**config.mk**
```make
export PLATFORM = sky130hd
export DESIGN_NAME = ide_reg_bridge
export DESIGN_NICKNAME = d
export VERILOG_FILES = /design/src/rtl/ide_bridge_pkg.sv /design/src/rtl/ide_addr_decode.sv /design/src/rtl/ide_irq_state.sv /design/src/rtl/ide_reg_bridge.sv
export SDC_FILE = /design/constraint.sdc
export NUM_CORES = 1
export LEC_CHECK = 0
export ABC_CLOCK_PERIOD_IN_PS = 5000
export BUFFER_PORTS_ARGS = -buffer_cell sky130_fd_sc_hd__buf_2
export CORE_MARGIN = 2
export CORE_UTILIZATION = 50
export DETAILED_ROUTE_END_ITERATION = 10
export GPL_ROUTABILITY_DRIVEN = 0
export GPL_TIMING_DRIVEN = 0
export PLACE_DENSITY_LB_ADDON = 0.12
export SYNTH_ARGS = -nofsm -noshare
export SYNTH_HDL_FRONTEND = slang
export SYNTH_SLANG_ARGS = --single-unit
export TNS_END_PERCENT = 5
```
**constraint.sdc**
```tcl
create_clock -name clk -period 5 [get_ports clk]
set_input_delay 0.5 -clock clk [delete_from_list [all_inputs] [get_ports clk]]
set_output_delay 0.5 -clock clk [all_outputs]
set_load 0.01 [all_outputs]
```
**src/rtl/ide_bridge_pkg.sv**
```systemverilog
package ide_bridge_pkg;

  typedef enum logic [1:0] {SZ_BAD, SZ_8, SZ_16, SZ_32} acc_size_e;
  typedef enum logic [2:0] {T_NONE, T_DATA, T_TASK, T_STAT, T_TIMING, T_IRQ} target_e;

  localparam int unsigned IDX_DATA   = 'h00;
  localparam int unsigned IDX_TF_LO  = 'h01;
  localparam int unsigned IDX_TF_HI  = 'h07;
  localparam int unsigned IDX_STAT_A = 'h08;
  localparam int unsigned IDX_STAT_B = 'h16;
  localparam int unsigned IDX_TIMING = 'h20;
  localparam int unsigned IDX_IRQ    = 'h30;

  localparam logic [3:0] DRV_REG_DATA = 4'd0;
  localparam logic [3:0] DRV_REG_STAT = 4'd8;

  localparam int unsigned LINE_DMA  = 0;
  localparam int unsigned LINE_DISK = 1;

  // Access size from the byte-enable pattern
  function automatic acc_size_e size_of_be(input logic [3:0] be);
    case (be)
      4'b0001, 4'b0010, 4'b0100, 4'b1000: size_of_be = SZ_8;
      4'b0011, 4'b1100:                   size_of_be = SZ_16;
      4'b1111:                            size_of_be = SZ_32;
      default:                            size_of_be = SZ_BAD;
    endcase
  endfunction

  // Interrupt state bit position for a given interrupt line
  function automatic int unsigned irq_bit_of(input int unsigned line);
    irq_bit_of = 31 - line;
  endfunction

endpackage

```
**src/rtl/ide_addr_decode.sv**
```systemverilog
module ide_addr_decode
  import ide_bridge_pkg::*;
#(
  parameter int unsigned ADDR_W    = 12,
  parameter int unsigned IDX_SHIFT = 4
) (
  input  logic [ADDR_W-1:0] addr,
  input  logic [3:0]        be,
  output target_e           tgt,
  output logic [3:0]        drv_reg,
  output acc_size_e         size
);
  localparam int unsigned IDX_W = ADDR_W - IDX_SHIFT;

  logic [IDX_W-1:0] idx;
  logic is_data, is_tf, is_stat, is_tim, is_irq;

  assign idx  = addr[ADDR_W-1:IDX_SHIFT];
  assign size = size_of_be(be);

  assign is_data = (idx == IDX_W'(IDX_DATA));
  assign is_tf   = (idx >= IDX_W'(IDX_TF_LO)) && (idx <= IDX_W'(IDX_TF_HI));
  assign is_stat = (idx == IDX_W'(IDX_STAT_A)) || (idx == IDX_W'(IDX_STAT_B));
  assign is_tim  = (idx == IDX_W'(IDX_TIMING));
  assign is_irq  = (idx == IDX_W'(IDX_IRQ));

  always_comb begin
    tgt     = T_NONE;
    drv_reg = DRV_REG_DATA;
    if (is_data && (size == SZ_16 || size == SZ_32)) begin
      tgt = T_DATA;
    end else if (is_tf && size == SZ_8) begin
      tgt     = T_TASK;
      drv_reg = 4'(idx);
    end else if (is_stat && size == SZ_8) begin
      tgt     = T_STAT;
      drv_reg = DRV_REG_STAT;
    end else if (is_tim && size == SZ_32) begin
      tgt = T_TIMING;
    end else if (is_irq && size == SZ_32) begin
      tgt = T_IRQ;
    end
  end

  // an illegal byte-enable pattern never selects a register
  always_comb begin
    if (size == SZ_BAD) p_bad_size_unmapped_r2: assert (tgt == T_NONE);
  end

endmodule

```
**src/rtl/ide_irq_state.sv**
```systemverilog
module ide_irq_state
  import ide_bridge_pkg::*;
#(
  parameter int unsigned  N_LINES  = 2,
  parameter logic [N_LINES-1:0] CLR_MASK = 'b01
) (
  input  logic               clk,
  input  logic               rst_n,
  input  logic [N_LINES-1:0] irq_in,
  input  logic               clr_req,
  input  logic [31:0]        clr_data,
  output logic [31:0]        state,
  output logic [N_LINES-1:0] irq_out
);
  logic [N_LINES-1:0] prev_q;
  logic [N_LINES-1:0] rise, fall, wclr;

  assign irq_out = irq_in;
  assign state[31-N_LINES:0] = '0;

  for (genvar n = 0; n < N_LINES; n++) begin : g_line
    localparam int unsigned B = 31 - n;
    assign rise[n] = irq_in[n] & ~prev_q[n];
    assign fall[n] = ~irq_in[n] & prev_q[n];
    assign wclr[n] = clr_req & CLR_MASK[n] & clr_data[B];

    always_ff @(posedge clk) begin
      if (!rst_n) begin
        prev_q[n] <= 1'b0;
        state[B]  <= 1'b0;
      end else begin
        prev_q[n] <= irq_in[n];
        if (rise[n])      state[B] <= 1'b1;
        else if (fall[n]) state[B] <= 1'b0;
        else if (wclr[n]) state[B] <= 1'b0;
      end
    end
  end

  localparam int unsigned DMA_B  = 31 - LINE_DMA;
  localparam int unsigned DISK_B = 31 - LINE_DISK;

  // rise sets the DMA bit even with a clear in the same cycle
  p_dma_rise_sets_r8: assert property (@(posedge clk) disable iff (!rst_n)
    rise[LINE_DMA] |=> state[DMA_B]);
  // a clear write with no DMA edge leaves the bit low
  p_dma_clear_r8: assert property (@(posedge clk) disable iff (!rst_n)
    (wclr[LINE_DMA] && !rise[LINE_DMA]) |=> !state[DMA_B]);
  // disk bit tracks the previous level of the disk line
  p_disk_follow_r9: assert property (@(posedge clk) disable iff (!rst_n)
    $past(rst_n) |-> state[DISK_B] == $past(irq_in[LINE_DISK]));

endmodule

```
**src/rtl/ide_reg_bridge.sv**
```systemverilog
module ide_reg_bridge
  import ide_bridge_pkg::*;
#(
  parameter int unsigned ADDR_W    = 12,
  parameter int unsigned IDX_SHIFT = 4
) (
  input  logic              clk,
  input  logic              rst_n,
  input  logic              bus_valid,
  input  logic              bus_write,
  input  logic [ADDR_W-1:0] bus_addr,
  input  logic [3:0]        bus_be,
  input  logic [31:0]       bus_wdata,
  output logic              bus_ready,
  output logic              bus_rvalid,
  output logic [31:0]       bus_rdata,
  output logic              drv_valid,
  output logic              drv_write,
  output logic [3:0]        drv_reg,
  output logic [3:0]        drv_be,
  output logic [31:0]       drv_wdata,
  input  logic [31:0]       drv_rdata,
  input  logic              dma_irq_in,
  input  logic              disk_irq_in,
  output logic              dma_irq_out,
  output logic              disk_irq_out
);
  target_e     tgt;
  acc_size_e   size;
  logic [3:0]  dec_reg;
  logic [31:0] timing_q, irq_state, rd_next, rdata_q;
  logic        rvalid_q, wr_fire, rd_fire, timing_we, irq_clr;
  logic [1:0]  irq_lines_in, irq_lines_out;

  ide_addr_decode #(.ADDR_W(ADDR_W), .IDX_SHIFT(IDX_SHIFT)) i_dec (
    .addr(bus_addr), .be(bus_be), .tgt(tgt), .drv_reg(dec_reg), .size(size)
  );

  assign wr_fire   = bus_valid & bus_write;
  assign rd_fire   = bus_valid & ~bus_write;
  assign timing_we = wr_fire & (tgt == T_TIMING);
  assign irq_clr   = wr_fire & (tgt == T_IRQ);

  assign irq_lines_in = {disk_irq_in, dma_irq_in};

  ide_irq_state #(.N_LINES(2), .CLR_MASK(2'b01)) i_irq (
    .clk(clk), .rst_n(rst_n), .irq_in(irq_lines_in), .clr_req(irq_clr),
    .clr_data(bus_wdata), .state(irq_state), .irq_out(irq_lines_out)
  );
  assign dma_irq_out  = irq_lines_out[LINE_DMA];
  assign disk_irq_out = irq_lines_out[LINE_DISK];

  assign drv_valid = bus_valid & (tgt == T_DATA || tgt == T_TASK || tgt == T_STAT);
  assign drv_write = bus_write;
  assign drv_reg   = dec_reg;
  assign drv_be    = bus_be;
  assign drv_wdata = bus_wdata;
  assign bus_ready = 1'b1;

  always_comb begin
    case (tgt)
      T_DATA, T_TASK, T_STAT: rd_next = drv_rdata;
      T_TIMING:               rd_next = timing_q;
      T_IRQ:                  rd_next = irq_state;
      default:                rd_next = '1;
    endcase
  end

  always_ff @(posedge clk) begin
    if (!rst_n) begin
      timing_q <= '0;
      rdata_q  <= '0;
      rvalid_q <= 1'b0;
    end else begin
      if (timing_we) timing_q <= bus_wdata;
      rvalid_q <= rd_fire;
      if (rd_fire) rdata_q <= rd_next;
    end
  end

  assign bus_rvalid = rvalid_q;
  assign bus_rdata  = rdata_q;

  // one read-data pulse per read request, none after writes
  p_rvalid_after_read_r12: assert property (@(posedge clk) disable iff (!rst_n)
    rd_fire |=> bus_rvalid);
  p_no_rvalid_after_write_r12: assert property (@(posedge clk) disable iff (!rst_n)
    !rd_fire |=> !bus_rvalid);
  // unmapped or wrong-size read returns all ones
  p_unmapped_ones_r11: assert property (@(posedge clk) disable iff (!rst_n)
    (rd_fire && tgt == T_NONE) |=> bus_rdata == 32'hFFFF_FFFF);
  // a dropped access never reaches the drive
  p_dropped_no_drive_r11: assert property (@(posedge clk) disable iff (!rst_n)
    (bus_valid && tgt == T_NONE) |-> !drv_valid);
  // timing register only moves on a legal timing write
  p_timing_hold_r6: assert property (@(posedge clk) disable iff (!rst_n)
    !timing_we |=> $stable(timing_q));
  // low interrupt-state bits stay zero
  p_irq_low_zero_r7: assert property (@(posedge clk) disable iff (!rst_n)
    irq_state[29:0] == 30'd0);

endmodule

```
== Word level (Yosys, flattened, before mapping) ==
Cells that the tools add are included.
Storage, ports and cells
  register bits: 69
  input port bits: 86
  word-level logic and storage cells: 74
Operators by class
  $lt $le $gt $ge: 2
  equality and inequality tests: 19
  multiplexer cells: 15
  bitwise operators: 15
  reductions and logical operators: 16
Operators with widths (count)
  $pmux W32 S3: 1
  $eq A8 B6 Y1 const B: 2
  $mux W3: 5
  $eq A4 B4 Y1 const B: 3
  $mux W4: 3
  $and A1 B1 Y1: 10
  $eq A4 B2 Y1 const B: 2
  $eq A8 B4 Y1 const B: 1
  $eq A8 B5 Y1 const B: 1
  $ge A8 B1 Y1 const B: 1
  $le A8 B3 Y1 const B: 1
  $logic_not A8 Y1: 1
  $eq A3 B2 Y1 const B: 2
  $eq A3 B3 Y1 const B: 2
  $logic_and A1 B1 Y1: 6
  $pmux W2 S3: 1
  $mux W1: 5
  $not A1 Y1: 5
  $eq A2 B2 Y1 const B: 2
  $eq A4 B1 Y1 const B: 1
  $eq A4 B3 Y1 const B: 1
  $logic_or A1 B1 Y1: 4
  $reduce_or A4 Y1: 1
  $eq A3 B1 Y1 const B: 1
  5 further kinds: 5

== Longest topological paths before layout ==
  depth in word-level cells: 16
  depth in mapped cells: 8
  gate-level depth less buffers: 5

== By module ==
Synthesis repeated with hierarchy kept, for this count alone.
Unflattened totals
  cell total of the unflattened synthesis: 500
  area, all modules: 4021.4 um^2
Modules (own cells, without submodules)
  ide_reg_bridge: times used 1, cells an instance 413, area an instance 3372.0 um^2, sequential area each 1301.2 um^2
  ide_irq_state: times used 1, cells an instance 49, area an instance 414.1 um^2, sequential area each 80.1 um^2
  ide_addr_decode: times used 1, cells an instance 38, area an instance 235.2 um^2, sequential area each 0.0 um^2

== Least setup slack after synthesis ==
No wires, ideal clock.
  kind: input -> output
  from: input port bus_be[3]
  to: output port drv_valid
  data arrival time: 1.967 ns
  required time: 4.500 ns
  setup slack: 2.533 ns
  cell stages on the path: 6
  path buffers: 2
  path through: clkbuf_1 or3b_2 o21ai_0 o211a_2 clkbuf_1 o21a_1
Between the ends
  longest elaborated chain between the ends: 14
Ends and longest elaborated chain
  start, declared: RTL line ide_reg_bridge.sv:12  | input logic [3:0] bus_be,
  $eq A4 B1 Y1 (tied with other cells): RTL line ide_bridge_pkg.sv:22  | case (be)
  $reduce_or A4 Y1 / $reduce_or A2 Y1 (equally long branches): RTL line ide_bridge_pkg.sv:22
  $pmux W2 S3 (*): RTL line ide_bridge_pkg.sv:22
  $eq A2 B2 Y1: RTL line ide_addr_decode.sv:30, ide_addr_decode.sv:38, ide_addr_decode.sv:40
  $logic_and A1 B1 Y1: RTL line ide_addr_decode.sv:40  | end else if (is_irq && size == SZ_32) begin
  $mux W3: RTL line ide_addr_decode.sv:40
  $mux W3: RTL line ide_addr_decode.sv:38  | end else if (is_tim && size == SZ_32) begin
  $mux W3: RTL line ide_addr_decode.sv:35  | end else if (is_stat && size == SZ_8) begin
  $mux W3: RTL line ide_addr_decode.sv:32  | end else if (is_tf && size == SZ_8) begin
  $mux W3 (*): RTL line ide_addr_decode.sv:30  | if (is_data && (size == SZ_16 || size == SZ_32)) begin
  $eq A3 B1 Y1 / $eq A3 B2 Y1 (equally long branches): RTL line ide_reg_bridge.sv:53  | assign drv_valid = bus_valid & (tgt == T_DATA || tgt == T_TASK || tgt == T_STAT);
  $logic_or A1 B1 Y1: RTL line ide_reg_bridge.sv:53
  $logic_or A1 B1 Y1 (*): RTL line ide_reg_bridge.sv:53
  $and A1 B1 Y1 (*): RTL line ide_reg_bridge.sv:53
  end, declared: RTL line ide_reg_bridge.sv:17  | output logic drv_valid,
Mark *: on every way between the ends. The rest lies on a longest branch, timed or not.

== Final worst setup path ==
  from: input port bus_addr[5]
  to: output port drv_valid
Between the ends
  longest elaborated chain between the ends: 11
Ends and longest elaborated chain
  start, declared: RTL line ide_reg_bridge.sv:11  | input logic [ADDR_W-1:0] bus_addr,
  $eq A8 B6 Y1: RTL line ide_addr_decode.sv:25  | assign is_irq = (idx == IDX_W'(IDX_IRQ));
  $logic_and A1 B1 Y1: RTL line ide_addr_decode.sv:40
  $mux W3: RTL line ide_addr_decode.sv:40
  $mux W3: RTL line ide_addr_decode.sv:38
  $mux W3: RTL line ide_addr_decode.sv:35
  $mux W3: RTL line ide_addr_decode.sv:32
  $mux W3 (*): RTL line ide_addr_decode.sv:30
  $eq A3 B1 Y1 / $eq A3 B2 Y1 (equally long branches): RTL line ide_reg_bridge.sv:53
  $logic_or A1 B1 Y1: RTL line ide_reg_bridge.sv:53
  $logic_or A1 B1 Y1 (*): RTL line ide_reg_bridge.sv:53
  $and A1 B1 Y1 (*): RTL line ide_reg_bridge.sv:53
Marked as above.

==> impl_results.md <==
- Row cnt: 29
- Dominant cell type by area after synthesis: dfxtp_1
- Worst path bufs/invs: 3
- Height of the die: 86.3 um
- HP Class: primary input to flop
- DR pass1 iterations: 4
- Via count: 3552
- Final setup viols: 0
- Status: complete, no violations
- Pre-CTS WS: roughly 2.2 ns
- First-pass GRT wire length: 14.6 mm
- CTS Root Cell: clkbuf_8
- Final Util: 69.0%
- Max-slew violation count: 0
- Num CTS Buffers: 9
- Register area: roughly 1400 um^2
- Synthesized instance count: 421
- Slowest CP cell: or4b_1
- # clock sinks: 69
- Synth cell count leaders: nand2_1, dfxtp_1, o21ai_0, buf_4, a31oi_1
- Hold Violations, Final: 0
- Post-CTS Setup Repair Bufs: 0
- Final worst slack: between 2 and 2.5 ns
- CP Launch Type: primary input
- Vias/cell: approximately 5.3
- CTS tree: done
- I/O Pins: 164
- Final nets: roughly 670
- Min Tclk post-route: 2.85 ns
- Register area share after synthesis: 40.8%
- N_diodes: 0
- Initial DRC count: 157
- Fill cell count: 588
- Share of async-settable or async-resettable flops after synthesis: 0%
- Wire per inst: 13.7 um
- Die area: 7450 um^2
- Crit path DAT: 2.35 ns
- Port Buffers: 155
- Worst Skew: 0.00906 ns
- Crit path max fanout: 10
- PwrDens: 271 nW/um^2
- CP dominant cell by count: buf_2
- GR Overflow Total: 0
- Yosys cell types: between 40 and 50
- Synthesized area: 3390 um^2
- Clk slew on worst S/H paths: 0.08 ns
- Initial antenna violation count: 0
- Hpwl dp: 6.67 mm
- Gr usage total: 24.5%
- Final worst-path cycle share: 57.1%
- Lkg Pwr: roughly 1.9 nW
- Largest net degree at the start of global routing: 13
- VDD IR max: 0.156 mV
- Initial core utilization: 52.4%
- Crit path cell chain: buf_2 > or4b_1 > a21oi_1 > o211a_2 > clkbuf_1 > o21a_1 > buf_2
- CP top delay family: compound AO/OA/AOI/OAI gates
- Slowest Stage Delay on Critical Path: between 0.5 and 0.6 ns
- Design Power: 0.00121 W
- Setup CP Type: primary input to output pin
- Post-synth EDFFs: 0
- Worst-case clock buffer depth: 2
- Detailed Route WL: 9.17 mm
- Post-CTS sizing: 0
- Core Footprint: roughly 6500 um^2
- Die W: 86.3 um
- Max-cap viol count: 0
- WP data required: 4.50 ns
- Dominant synthesized flop cell: dfxtp_1
- YS warnings: 0
- RSZ-0062 raised after global routing: false
- Clock Latency Late Sink: 0.34 ns
- Hold Buf Count CTS: 0
- Detail Route Antenna Nets: 0
- Max frequency: 350 MHz
- Area delta synth->final: 31.7%
- Multi-input combinational cell area: between 1500 and 2000 um^2
- Layout cells sized above 1: 38.2%
- Mapped Nets: 508
- H-tree Lvls: 3
- Vias in the first global route: 3237
- Setup crit end kind: output pin
- Total negative slack: 0 ns
- Avg Cell Area, Syn: 8.04 um^2
- Most common cell in the netlist: nand2_1
- Synth top area share: 40.8%
- FF+latch count, synth: 69
- Drt drc: 0
- Area contributors post-synth: dfxtp_1, nand2_1, o21ai_0
==> report_power, final <==
| part | internal, W | leakage [nW] | switching [W] |
|---|---|---|---|
| clock | 0.000245 | 0.0959 | 0.000215 |
| sequential | 0.000569 | 0.564 | 0.00000949 |
| combinational | 0.0000883 | 1.26 | 0.0000810 |
==> layer usage <==
layer	global-route usage, %	vias up	routed length [um]
met5	0	-	0
met4	6.82	0	103
met3	5.43	10	644
met2	42.8	150	4400
met1	30.6	1639	4020
li1	-	1753	-
==> area by class of cell <==
| type | count | share of cell area (%) |
|---|---|---|
| well taps | 77 | 2.16 |
| multi-input cells | 279 | 34.7 |
| inverters | 2 | 0.168 |
| clock inverters | 5 | 1.32 |
| flip-flops and latches | 69 | 31.0 |
| plain buffers | 71 | 10.1 |
| repair buffers | 155 | 17.4 |
| clock buffers | 11 | 3.17 |
==> through the flow <==
step / instances / cell area, um^2 / hold WS (ns)
6_report: 669 / 4460 / 0.398
5_1_grt: 669 / 4460 / 0.395
4_1_cts: 669 / 4460 / 0.394
3_5_place_dp: 653 / 4260 / 0.442
3_3_place_gp: 653 / 4260 / 0.435
2_1_floorplan: 421 / 3390 / 0.428
==> worst min-delay path: stages <==
cell and delay [ns]:
buf_2 0.10, nand2_1 0.05, a21boi_1 0.05
==> sequential cells by signal, indices dropped and copies added, names as in the netlist <==
signal,cells
bus_rdata,32
timing_q,32
i_irq.state,2
i_irq.prev_q,2
bus_rvalid,1
==> path summary, 6_finish.rpt <==
kind                   startpoint              end  slack, ns  cells after the start
setup / recovery      bus_addr[5]        drv_valid       2.15                      7
hold / removal      bus_wdata[27]     timing_q[27]       0.40                      3
hold reg to reg      timing_q[30]     timing_q[30]       0.45                      2
setup reg to reg  i_irq.prev_q[1]  i_irq.state[30]       4.05                      4
==> logic make-up after synthesis <==
kind of cell	synth area share, %
AO/OA/AOI/OAI	25.9
AND/OR/NAND/NOR	18.0
buffers and inverters	13.6
flip-flops	40.8
multiplexers	0.961
adder cells (fa/ha/maj)	0.369
other	0.111
XOR/XNOR	0.259
==> placed cells by master (no fill, tap or decap), types with 2 or more instances in the layout <==
cell        count
a21boi_0        3
a21boi_1       30
a31oi_1        33
and2_1          6
and4_1          3
buf_2         159
buf_4          40
buf_6           4
clkbuf_1       24
clkbuf_8       10
clkinvlp_4      2
dfxtp_1        69
inv_1           2
mux2_2          2
nand2_1        97
nand2b_1        3
nand3_1         2
nor2b_1         4
nor3b_1         2
nor4b_1         2
o21ai_0        66
or3_1           3
Power figures use the tool's default switching activity.
